**src/rtl/sup_pkg.sv**
```systemverilog
package sup_pkg;
    typedef enum logic [1:0] {
        ST_HOLD   = 2'd0,
        ST_PERIOD = 2'd1,
        ST_RUN    = 2'd2
    } sup_state_e;
endpackage

```
**src/rtl/sup_sync2.sv**
```systemverilog
module sup_sync2 #(
    parameter logic INIT = 1'b0
) (
    input  logic clk,
    input  logic arst_n,
    input  logic d,
    output logic q
);
    logic stage1;

    always_ff @(posedge clk or negedge arst_n) begin
        if (!arst_n) begin
            stage1 <= INIT;
            q      <= INIT;
        end else begin
            stage1 <= d;
            q      <= stage1;
        end
    end
endmodule

```
**src/rtl/sup_mr_filter.sv**
```systemverilog
module sup_mr_filter #(
    parameter int FILT = 8
) (
    input  logic clk,
    input  logic arst_n,
    input  logic mr_n_sync,
    output logic mr_low
);
    localparam int CW = $clog2(FILT + 1);

    logic [CW-1:0] low_cnt;

    always_ff @(posedge clk or negedge arst_n) begin
        if (!arst_n)
            low_cnt <= '0;
        else if (mr_n_sync)
            low_cnt <= '0;
        else if (low_cnt != CW'(FILT))
            low_cnt <= low_cnt + 1'b1;
    end

    assign mr_low = (low_cnt == CW'(FILT));

    // a request may only begin after the synchronized input has been low
    assert_mr_needs_low_R8: assert property (@(posedge clk) disable iff (!arst_n)
        $rose(mr_low) |-> $past(!mr_n_sync));
    // a high input ends the request on the next clock
    assert_mr_release_R8: assert property (@(posedge clk) disable iff (!arst_n)
        mr_n_sync |=> !mr_low);
endmodule

```
**src/rtl/sup_wdog.sv**
```systemverilog
module sup_wdog #(
    parameter int WD_TICKS = 1600
) (
    input  logic clk,
    input  logic arst_n,
    input  logic tick,
    input  logic wd_sync,
    input  logic floating,
    input  logic hold,
    output logic expire
);
    localparam int SELF_TICKS = (WD_TICKS * 7) / 8;
    localparam int CW         = $clog2(WD_TICKS + 1);

    logic [CW-1:0] cnt;
    logic          wd_prev;
    logic          pin_edge;
    logic          self_srv;
    logic          clr;

    always_ff @(posedge clk or negedge arst_n) begin
        if (!arst_n) wd_prev <= 1'b0;
        else         wd_prev <= wd_sync;
    end

    assign pin_edge = wd_sync ^ wd_prev;
    assign self_srv = floating && (cnt >= CW'(SELF_TICKS));
    assign clr      = hold || (pin_edge && !floating) || self_srv;
    assign expire   = !clr && tick && (cnt == CW'(WD_TICKS - 1));

    always_ff @(posedge clk or negedge arst_n) begin
        if (!arst_n)
            cnt <= '0;
        else if (clr || expire)
            cnt <= '0;
        else if (tick)
            cnt <= cnt + 1'b1;
    end

    // count frozen at zero while reset is asserted
    assert_frozen_in_reset_R6: assert property (@(posedge clk) disable iff (!arst_n)
        hold |=> (cnt == '0));
    // expiry only while reset is released
    assert_expire_when_running_R4: assert property (@(posedge clk) disable iff (!arst_n)
        expire |-> !hold);
    // floating pin keeps the count within the self-service point
    assert_float_bounded_R7: assert property (@(posedge clk) disable iff (!arst_n)
        (floating && $past(floating)) |-> (cnt <= CW'(SELF_TICKS)));
    // a serviced edge empties the count
    assert_edge_clears_R5: assert property (@(posedge clk) disable iff (!arst_n)
        (pin_edge && !floating) |=> (cnt == '0));
endmodule

```
**src/rtl/sup_reset_fsm.sv**
```systemverilog
module sup_reset_fsm
    import sup_pkg::*;
#(
    parameter int RST_TICKS = 200
) (
    input  logic clk,
    input  logic arst_n,
    input  logic tick,
    input  logic supply_ok,
    input  logic mr_low,
    input  logic wd_expire,
    output logic proc_rst_n,
    output logic timeout_start,
    output logic wd_hold
);
    localparam int CW = $clog2(RST_TICKS + 1);

    sup_state_e    state, next;
    logic [CW-1:0] rcnt;
    logic          start_q;

    always_comb begin
        next = state;
        unique case (state)
            ST_HOLD: begin
                if (supply_ok && !mr_low) next = ST_PERIOD;
            end
            ST_PERIOD: begin
                if (!supply_ok || mr_low)                     next = ST_HOLD;
                else if (tick && rcnt == CW'(RST_TICKS - 1)) next = ST_RUN;
            end
            ST_RUN: begin
                if (!supply_ok || mr_low) next = ST_HOLD;
                else if (wd_expire)       next = ST_PERIOD;
            end
            default: next = ST_HOLD;
        endcase
    end

    always_ff @(posedge clk or negedge arst_n) begin
        if (!arst_n) begin
            state   <= ST_HOLD;
            rcnt    <= '0;
            start_q <= 1'b0;
        end else begin
            state   <= next;
            start_q <= (next == ST_PERIOD) && (state != ST_PERIOD);
            if (state != ST_PERIOD || next != ST_PERIOD)
                rcnt <= '0;
            else if (tick)
                rcnt <= rcnt + 1'b1;
        end
    end

    always_comb begin
        proc_rst_n    = (state == ST_RUN);
        wd_hold       = (state != ST_RUN);
        timeout_start = start_q;
    end

    // supply loss asserts reset in the next clock
    assert_supply_low_R1: assert property (@(posedge clk) disable iff (!arst_n)
        !supply_ok |=> !proc_rst_n);
    // manual request asserts reset in the next clock
    assert_manual_low_R1: assert property (@(posedge clk) disable iff (!arst_n)
        mr_low |=> !proc_rst_n);
    // release only on the last tick of a full period
    assert_full_period_R2: assert property (@(posedge clk) disable iff (!arst_n)
        $rose(proc_rst_n) |-> ($past(tick) && $past(rcnt) == CW'(RST_TICKS - 1)));
    // the start marker is one clock wide and falls inside reset
    assert_start_pulse_R2: assert property (@(posedge clk) disable iff (!arst_n)
        timeout_start |-> (!proc_rst_n && !$past(timeout_start)));
    // the period counter is empty whenever the machine is held
    assert_hold_clears_R3: assert property (@(posedge clk) disable iff (!arst_n)
        (state == ST_HOLD) |-> (rcnt == '0));
endmodule

```
**src/rtl/rst_supervisor.sv**
```systemverilog
module rst_supervisor #(
    parameter int RST_TICKS      = 200,
    parameter int WD_TICKS       = 1600,
    parameter int MR_FILT_CYCLES = 8
) (
    input  logic clk,
    input  logic arst_n,
    input  logic tick,
    input  logic supply_ok,
    input  logic manual_n,
    input  logic wdog_in,
    input  logic wdog_float,
    output logic proc_rst_n,
    output logic timeout_start
);
    logic mr_n_sync;
    logic wd_sync;
    logic mr_low;
    logic wd_expire;
    logic wd_hold;

    sup_sync2 #(.INIT(1'b1)) u_mr_sync (
        .clk(clk), .arst_n(arst_n), .d(manual_n), .q(mr_n_sync)
    );

    sup_sync2 #(.INIT(1'b0)) u_wd_sync (
        .clk(clk), .arst_n(arst_n), .d(wdog_in), .q(wd_sync)
    );

    sup_mr_filter #(.FILT(MR_FILT_CYCLES)) u_mr_filter (
        .clk(clk), .arst_n(arst_n), .mr_n_sync(mr_n_sync), .mr_low(mr_low)
    );

    sup_wdog #(.WD_TICKS(WD_TICKS)) u_wdog (
        .clk(clk), .arst_n(arst_n), .tick(tick), .wd_sync(wd_sync),
        .floating(wdog_float), .hold(wd_hold), .expire(wd_expire)
    );

    sup_reset_fsm #(.RST_TICKS(RST_TICKS)) u_fsm (
        .clk(clk), .arst_n(arst_n), .tick(tick), .supply_ok(supply_ok),
        .mr_low(mr_low), .wd_expire(wd_expire), .proc_rst_n(proc_rst_n),
        .timeout_start(timeout_start), .wd_hold(wd_hold)
    );
endmodule

```
**config.mk**
```make
export PLATFORM = sky130hd
export DESIGN_NAME = rst_supervisor
export DESIGN_NICKNAME = d
export VERILOG_FILES = /design/src/rtl/sup_pkg.sv /design/src/rtl/sup_sync2.sv /design/src/rtl/sup_mr_filter.sv /design/src/rtl/sup_wdog.sv /design/src/rtl/sup_reset_fsm.sv /design/src/rtl/rst_supervisor.sv
export SDC_FILE = /design/constraint.sdc
export NUM_CORES = 1
export LEC_CHECK = 0
export BUFFER_PORTS_ARGS = -buffer_cell sky130_fd_sc_hd__buf_2
export CORE_MARGIN = 5
export CORE_UTILIZATION = 52
export DETAILED_ROUTE_END_ITERATION = 10
export PLACE_DENSITY = 0.7
export SETUP_SLACK_MARGIN = 0.1
export SYNTH_ARGS = -nofsm -noshare
export SYNTH_HDL_FRONTEND = slang
export SYNTH_SLANG_ARGS = --single-unit
```
**constraint.sdc**
```tcl
create_clock -name clk -period 1.9 [get_ports clk]
set_input_delay 0.095 -clock clk [delete_from_list [all_inputs] [get_ports clk]]
set_output_delay 0.095 -clock clk [all_outputs]
set_load 0.005 [all_outputs]
```
Word level (Yosys, flattened, before mapping)
Cells that the tools add are included.
{"block": "op_classes", "n_addsub": 3, "multipliers": 0, "div": 0, "magnitude_cmp": 1, "n_eq_ne": 10, "shifts": 0, "muxes": 12, "bitwise": 1, "n_reduce_logical": 20}
{"op": "11-bit 2-to-1 mux", "count": 2}
{"op": "8-bit 2-to-1 mux", "count": 2}
{"op": "11-bit by 1-bit adder with 11-bit output (second input constant)", "count": 1}
{"op": "11-bit equality test (second input constant)", "count": 1}
{"op": "11-bit >= comparator (second input constant)", "count": 1}
{"op": "2-bit 2-to-1 mux", "count": 5}
{"op": "8-bit by 1-bit adder with 8-bit output (second input constant)", "count": 1}
{"op": "8-bit equality test (second input constant)", "count": 1}
{"op": "4-bit 2-to-1 mux", "count": 2}
{"op": "1-bit logical AND", "count": 7}
{"op": "2-bit one-hot mux with 3 select lines", "count": 1}
{"op": "2-bit nonzero test", "count": 3}
{"op": "1-bit logical OR", "count": 5}
{"op": "4-bit by 1-bit adder with 4-bit output (second input constant)", "count": 1}
{"op": "2-bit by 1-bit equality test with 1-bit output (second input constant)", "count": 2}
{"op": "4-bit equality test (second input constant)", "count": 1}
{"op": "1-bit zero test", "count": 4}
{"op": "2-bit by 1-bit inequality test with 1-bit output (second input constant)", "count": 2}
{"op": "4-bit inequality test (second input constant)", "count": 1}
{"op": "2-bit equality test (second input constant)", "count": 1}
{"op": "2-bit zero test", "count": 1}
{"op": "2-bit inequality test (second input constant)", "count": 1}
{"op": "1-bit XOR", "count": 1}
{"block": "word_totals", "ff_bits": 31, "latchBits": 0, "ramBits": 0, "romBits": 0, "in_bits": 7, "output_inout_bits": 2, "elab_cells": 57, "n_memories": 0}

Longest topological paths before layout
{"block": "depth", "word_depth": 13, "depth_mapped": 7, "mapped_depth_nobuf": 6}

By module
A second synthesis with hierarchy kept.
{"block": "hier_totals", "cells_unflattened": 146, "area_unflattened_um2": 1541.5}
{"mod": "sup_wdog", "instances": 1, "cells_each": 67, "area_per_inst_um2": 639.4, "seq_area_each_um2": 300.3}
{"mod": "sup_reset_fsm", "instances": 1, "cells_each": 55, "area_per_inst_um2": 580.6, "seq_area_each_um2": 275.3}
{"mod": "sup_mr_filter", "instances": 1, "cells_each": 20, "area_per_inst_um2": 219.0, "seq_area_each_um2": 100.1}
{"mod": "sup_sync2 (u_mr_sync)", "instances": 1, "cells_each": 2, "area_per_inst_um2": 52.6, "seq_area_each_um2": 52.6}
{"mod": "sup_sync2 (u_wd_sync)", "instances": 1, "cells_each": 2, "area_per_inst_um2": 50.0, "seq_area_each_um2": 50.0}

Least setup slack after synthesis
OpenSTA, ideal clock, no wires.
{"block": "synth_timing", "path_type": "reg-to-reg", "from": "register u_mr_filter.low_cnt[0]", "to": "register u_fsm.rcnt[0]", "arrival_ps": 1545, "path_slack_ps": 283, "stages_incl_launch_ff": 8, "n_path_buf": 1, "cell_sequence": "dfrtp_1 > inv_1 > ha_1 > nand3b_4 > nand2_4 > or4b_1 > buf_2 > nor2_1"}
{"block": "synth_between", "elab_chain_cells": 8, "word_cells_on_any_way": 12, "cone_classes": "eq/ne: 2; mux: 5; reduce/logical: 5"}
{"item": "start: declaration", "line": "sup_mr_filter.sv:11", "source": "logic [CW-1:0] low_cnt;"}
{"item": "start signal: assignment", "line": "sup_mr_filter.sv:19", "source": "low_cnt <= low_cnt + 1'b1;"}
{"item": "4-bit equality test (*)", "line": "sup_mr_filter.sv:22", "source": "assign mr_low = (low_cnt == CW'(FILT));"}
{"item": "1-bit zero test", "line": "sup_reset_fsm.sv:26", "source": "if (supply_ok && !mr_low) next = ST_PERIOD;"}
{"item": "1-bit logical AND", "line": "sup_reset_fsm.sv:26"}
{"item": "2-bit 2-to-1 mux", "line": "sup_reset_fsm.sv:26"}
{"item": "2-bit one-hot mux with 3 select lines (*)", "line": "sup_reset_fsm.sv:24", "source": "unique case (state)"}
{"item": "2-bit by 1-bit inequality test with 1-bit output (*)", "line": "sup_reset_fsm.sv:48", "source": "if (state != ST_PERIOD || next != ST_PERIOD)"}
{"item": "1-bit logical OR (*)", "line": "sup_reset_fsm.sv:48"}
{"item": "8-bit 2-to-1 mux / 2-bit nonzero test (equally long branches)"}
{"item": "end signal: assignment", "line": "sup_reset_fsm.sv:51", "source": "rcnt <= rcnt + 1'b1;"}
{"item": "end: declaration", "line": "sup_reset_fsm.sv:19", "source": "logic [CW-1:0] rcnt;"}
Every way passes the cells marked *; elsewhere a longest branch is shown, timed or not.
A chain may end at the register's enable or synchronous reset.

Final worst setup path
Ends and elaborated chain as after synthesis.

==> flow_metrics.tcl <==
set metrics [dict create \
    status "finished clean" \
    power_density_nw_per_um2 756.7 \
    report.final.slew_viol_count 0 \
    clkLatencyLatePin_ns 0.32 \
    syn_area_sq_um 1481 \
    nets 172 \
    maxCapViolations 0 \
    first_global_vias 994 \
    synth_common_cells "29 x dfrtp_1, 29 x nor2_1, 13 x xnor2_1" \
    leakage_nw 0.7270 \
    required_ns 2.16 \
    vias 1020 \
    die_h_um 63.38 \
    cts-buffers-inserted 5 \
    p_sw_mw 0.2685 \
    root_buffer "clkbuf_4" \
    seq_power_share 0.535 \
    ys_warn_count 0 \
    synthFlopType "dfrtp_1" \
    setup_violations 0 \
    synthArstFlopShare 1.000 \
    start_util 0.5419 \
    cts_tree "yes" \
    rows 19 \
    clock_sinks 31 \
    fin_tns_setup_ns 0 \
    seq_area_frac_synth 0.5253 \
    final_core_util 0.6206 \
    htreeDepth 2 \
    firstDrtPassIters 4 \
    swShare 0.2092 \
    synth_edf_count 0 \
    synth.distinct_cells 29 \
    core_sq_um 2734 \
    syn_area_per_cell_sq_um 10.43 \
    port_buffers 8 \
    synth.largest_area_cell "dfrtp_1" \
    ys_ff_latch 31 \
    grt_pass1_wl_mm 4.367 \
    p_clk_frac 0.414 \
    gp_congestion 0.7065 \
    drtIter0Drc 64 \
    wire_per_inst_um 12.43 \
    gr-total-overflow 0 \
    antenna_found_initial 0 \
    hold_viol_final 0 \
    die_w_um 63.38 \
    drive_gt1_frac 0.1553 \
    track_usage 0.1390 \
    end_kind "flip-flop" \
    clock_path_buffers 2 \
    vias_per_cell 5.313 \
    period_needed_ns 1.658 \
    combPwrFrac 0.051 \
    ir_worst_vdd_mv 0.5181 \
    grt_max_degree 32 \
    clkSlewWorstSetupHoldPaths_ns 0.10 \
    p_int_mw 1.015 \
    dp_slack_ns 0.1123 \
    ioPinCount 9 \
    startpoint_type "flip-flop" \
    syn_inst 142 \
    place_hpwl_mm 1.666 \
    drc 0 \
    die_area_sq_um 4016 \
    rr_worst_depth 6 \
    routed_wl_mm 2.386 \
    synthTopCellsByArea "dfrtp_1 49%, xnor2_1 7.7%, nor2_1 7.3%" \
    worstSetupPathType "flip-flop to flip-flop" \
    syn-num-nets 154 \
    postRouteAntennaNets 0 \
    period_share 0.8726 \
    worstPathMaxFanout 8 \
    synth_top_cell_area_share 0.4899 \
    arrival_ns 1.92 \
    fin_ws_ns 0.2421 \
    tightest_slew_ns 0.6696 \
    fillers 229 \
    whs_path_depth 3 \
    maxSlewHeadroom 0.5536 \
    hold_path_class "input port to flip-flop" \
    n_antenna_cell 0 \
    rsz0062_at_grt "false" \
    skew_ns 0.007653 \
    fmax_mhz 603.2 \
    area_growth_pct 14.53 \
    p_total_mw 1.284 \
]
final cells by class:
type	count	area, sq um	area share
Multi-Input combinational cell	101	675.6	0.3982
Sequential cell	31	778.2	0.4587
Clock buffer	6	51.30	0.03024
Clock inverter	2	35.03	0.02065
Tap cell	31	38.79	0.02286
Timing Repair Buffer	13	87.58	0.05162
Inverter	8	30.03	0.01770
worst max-delay path, stage by stage, from the launching register on:
cell	delay, ns
dfrtp_1	0.41
inv_1	0.06
ha_1	0.23
nand3b_4	0.12
nand2_4	0.07
or4b_4	0.57
nor2_1	0.13
power by group through the flow:
stage,Sequential [mW],Combinational [mW],Clock (mW)
finish,0.686,0.0655,0.532
CTS,0.686,0.0662,0.550
global route,0.688,0.0765,0.586
detailed placement,0.699,0.0599,0
global placement,0.699,0.0575,0
floorplan,0.697,0.0344,0
registers in the layout (all words and copies together) (netlist names):
signal and count:
u_mr_sync.q 1, u_wdog.wd_prev 1, u_wd_sync.stage1 1, u_wd_sync.q 1
u_mr_filter.low_cnt 4, u_fsm.state 2, u_fsm.timeout_start 1, u_fsm.rcnt 8
u_mr_sync.stage1 1, u_wdog.cnt 11
path summary, 6_finish.rpt:
kind | slack, ns | startpoint | endpoint
hold / removal | 0.19 | tick | u_wdog.cnt[0]$_DFFE_PN0P_
setup / recovery | 0.24 | u_mr_filter.low_cnt[0]$_DFFE_PN0P_ | u_fsm.rcnt[0]$_DFFE_PN0P_
setup reg to reg | 0.24 | u_mr_filter.low_cnt[0]$_DFFE_PN0P_ | u_fsm.rcnt[0]$_DFFE_PN0P_
max in group asynchronous | 1.13 | arst_n | u_wdog.cnt[0]$_DFFE_PN0P_
min in group asynchronous | 0.34 | arst_n | u_fsm.timeout_start$_DFF_PN0_
hold reg to reg | 0.36 | u_mr_sync.stage1$_DFF_PN1_ | u_mr_sync.q$_DFF_PN1_
metrics by stage:
stage | area [sq um] | hold slack (ns) | instances
floorplan | 1481 | -0.2006 | 142
global placement | 1550 | 0.1607 | 179
detailed placement | 1550 | 0.1686 | 179
CTS | 1677 | 0.1779 | 191
global route | 1697 | 0.1943 | 192
finish | 1697 | 0.1937 | 192
repair_timing:
action,in CTS,in global routing
setup buffers,0,1
setup endpoints to repair,0,17
gates resized for setup,0,2
hold buffers,4,0
endpoints found under the hold margin,33,0
cells by family after synthesis:
logic type	Yosys count	synth area share
xor gates and xnor gates	20	0.1182
buffers and inverters	10	0.02703
AOI/OAI and AO/OA	8	0.03885
adders and majority gates	5	0.04223
muxes	3	0.02111
DFF	31	0.5253
and+or+nand+nor	65	0.2272
cells in the final DEF (no fill, tap or decap), types with 2 or more instances in the layout:
cell type / count
clkbuf_4: 5
buf_2: 8
nor3_1: 4
xnor2_1: 13
nand3_1: 9
dlygate4sd3_1: 4
inv_1: 8
nand4_1: 4
ha_1: 5
mux2i_1: 2
a21o_1: 2
dfstp_2: 2
a21oi_1: 3
dfrtp_1: 29
nand2_1: 9
nor2_1: 29
xor2_1: 7
per-layer routing:
metal / track usage / part of all wire / up-vias / wire length, um
met5: 0 / 0 / - / 0
met4: 0.07013 / 0.018 / 0 / 44
met3: 0.04618 / 0.045 / 5 / 108
met2: 0.2157 / 0.48 / 18 / 1139
met1: 0.1712 / 0.46 / 488 / 1093
li1: - / - / 509 / -
No activity file was read; power rests on OpenSTA's default activity.
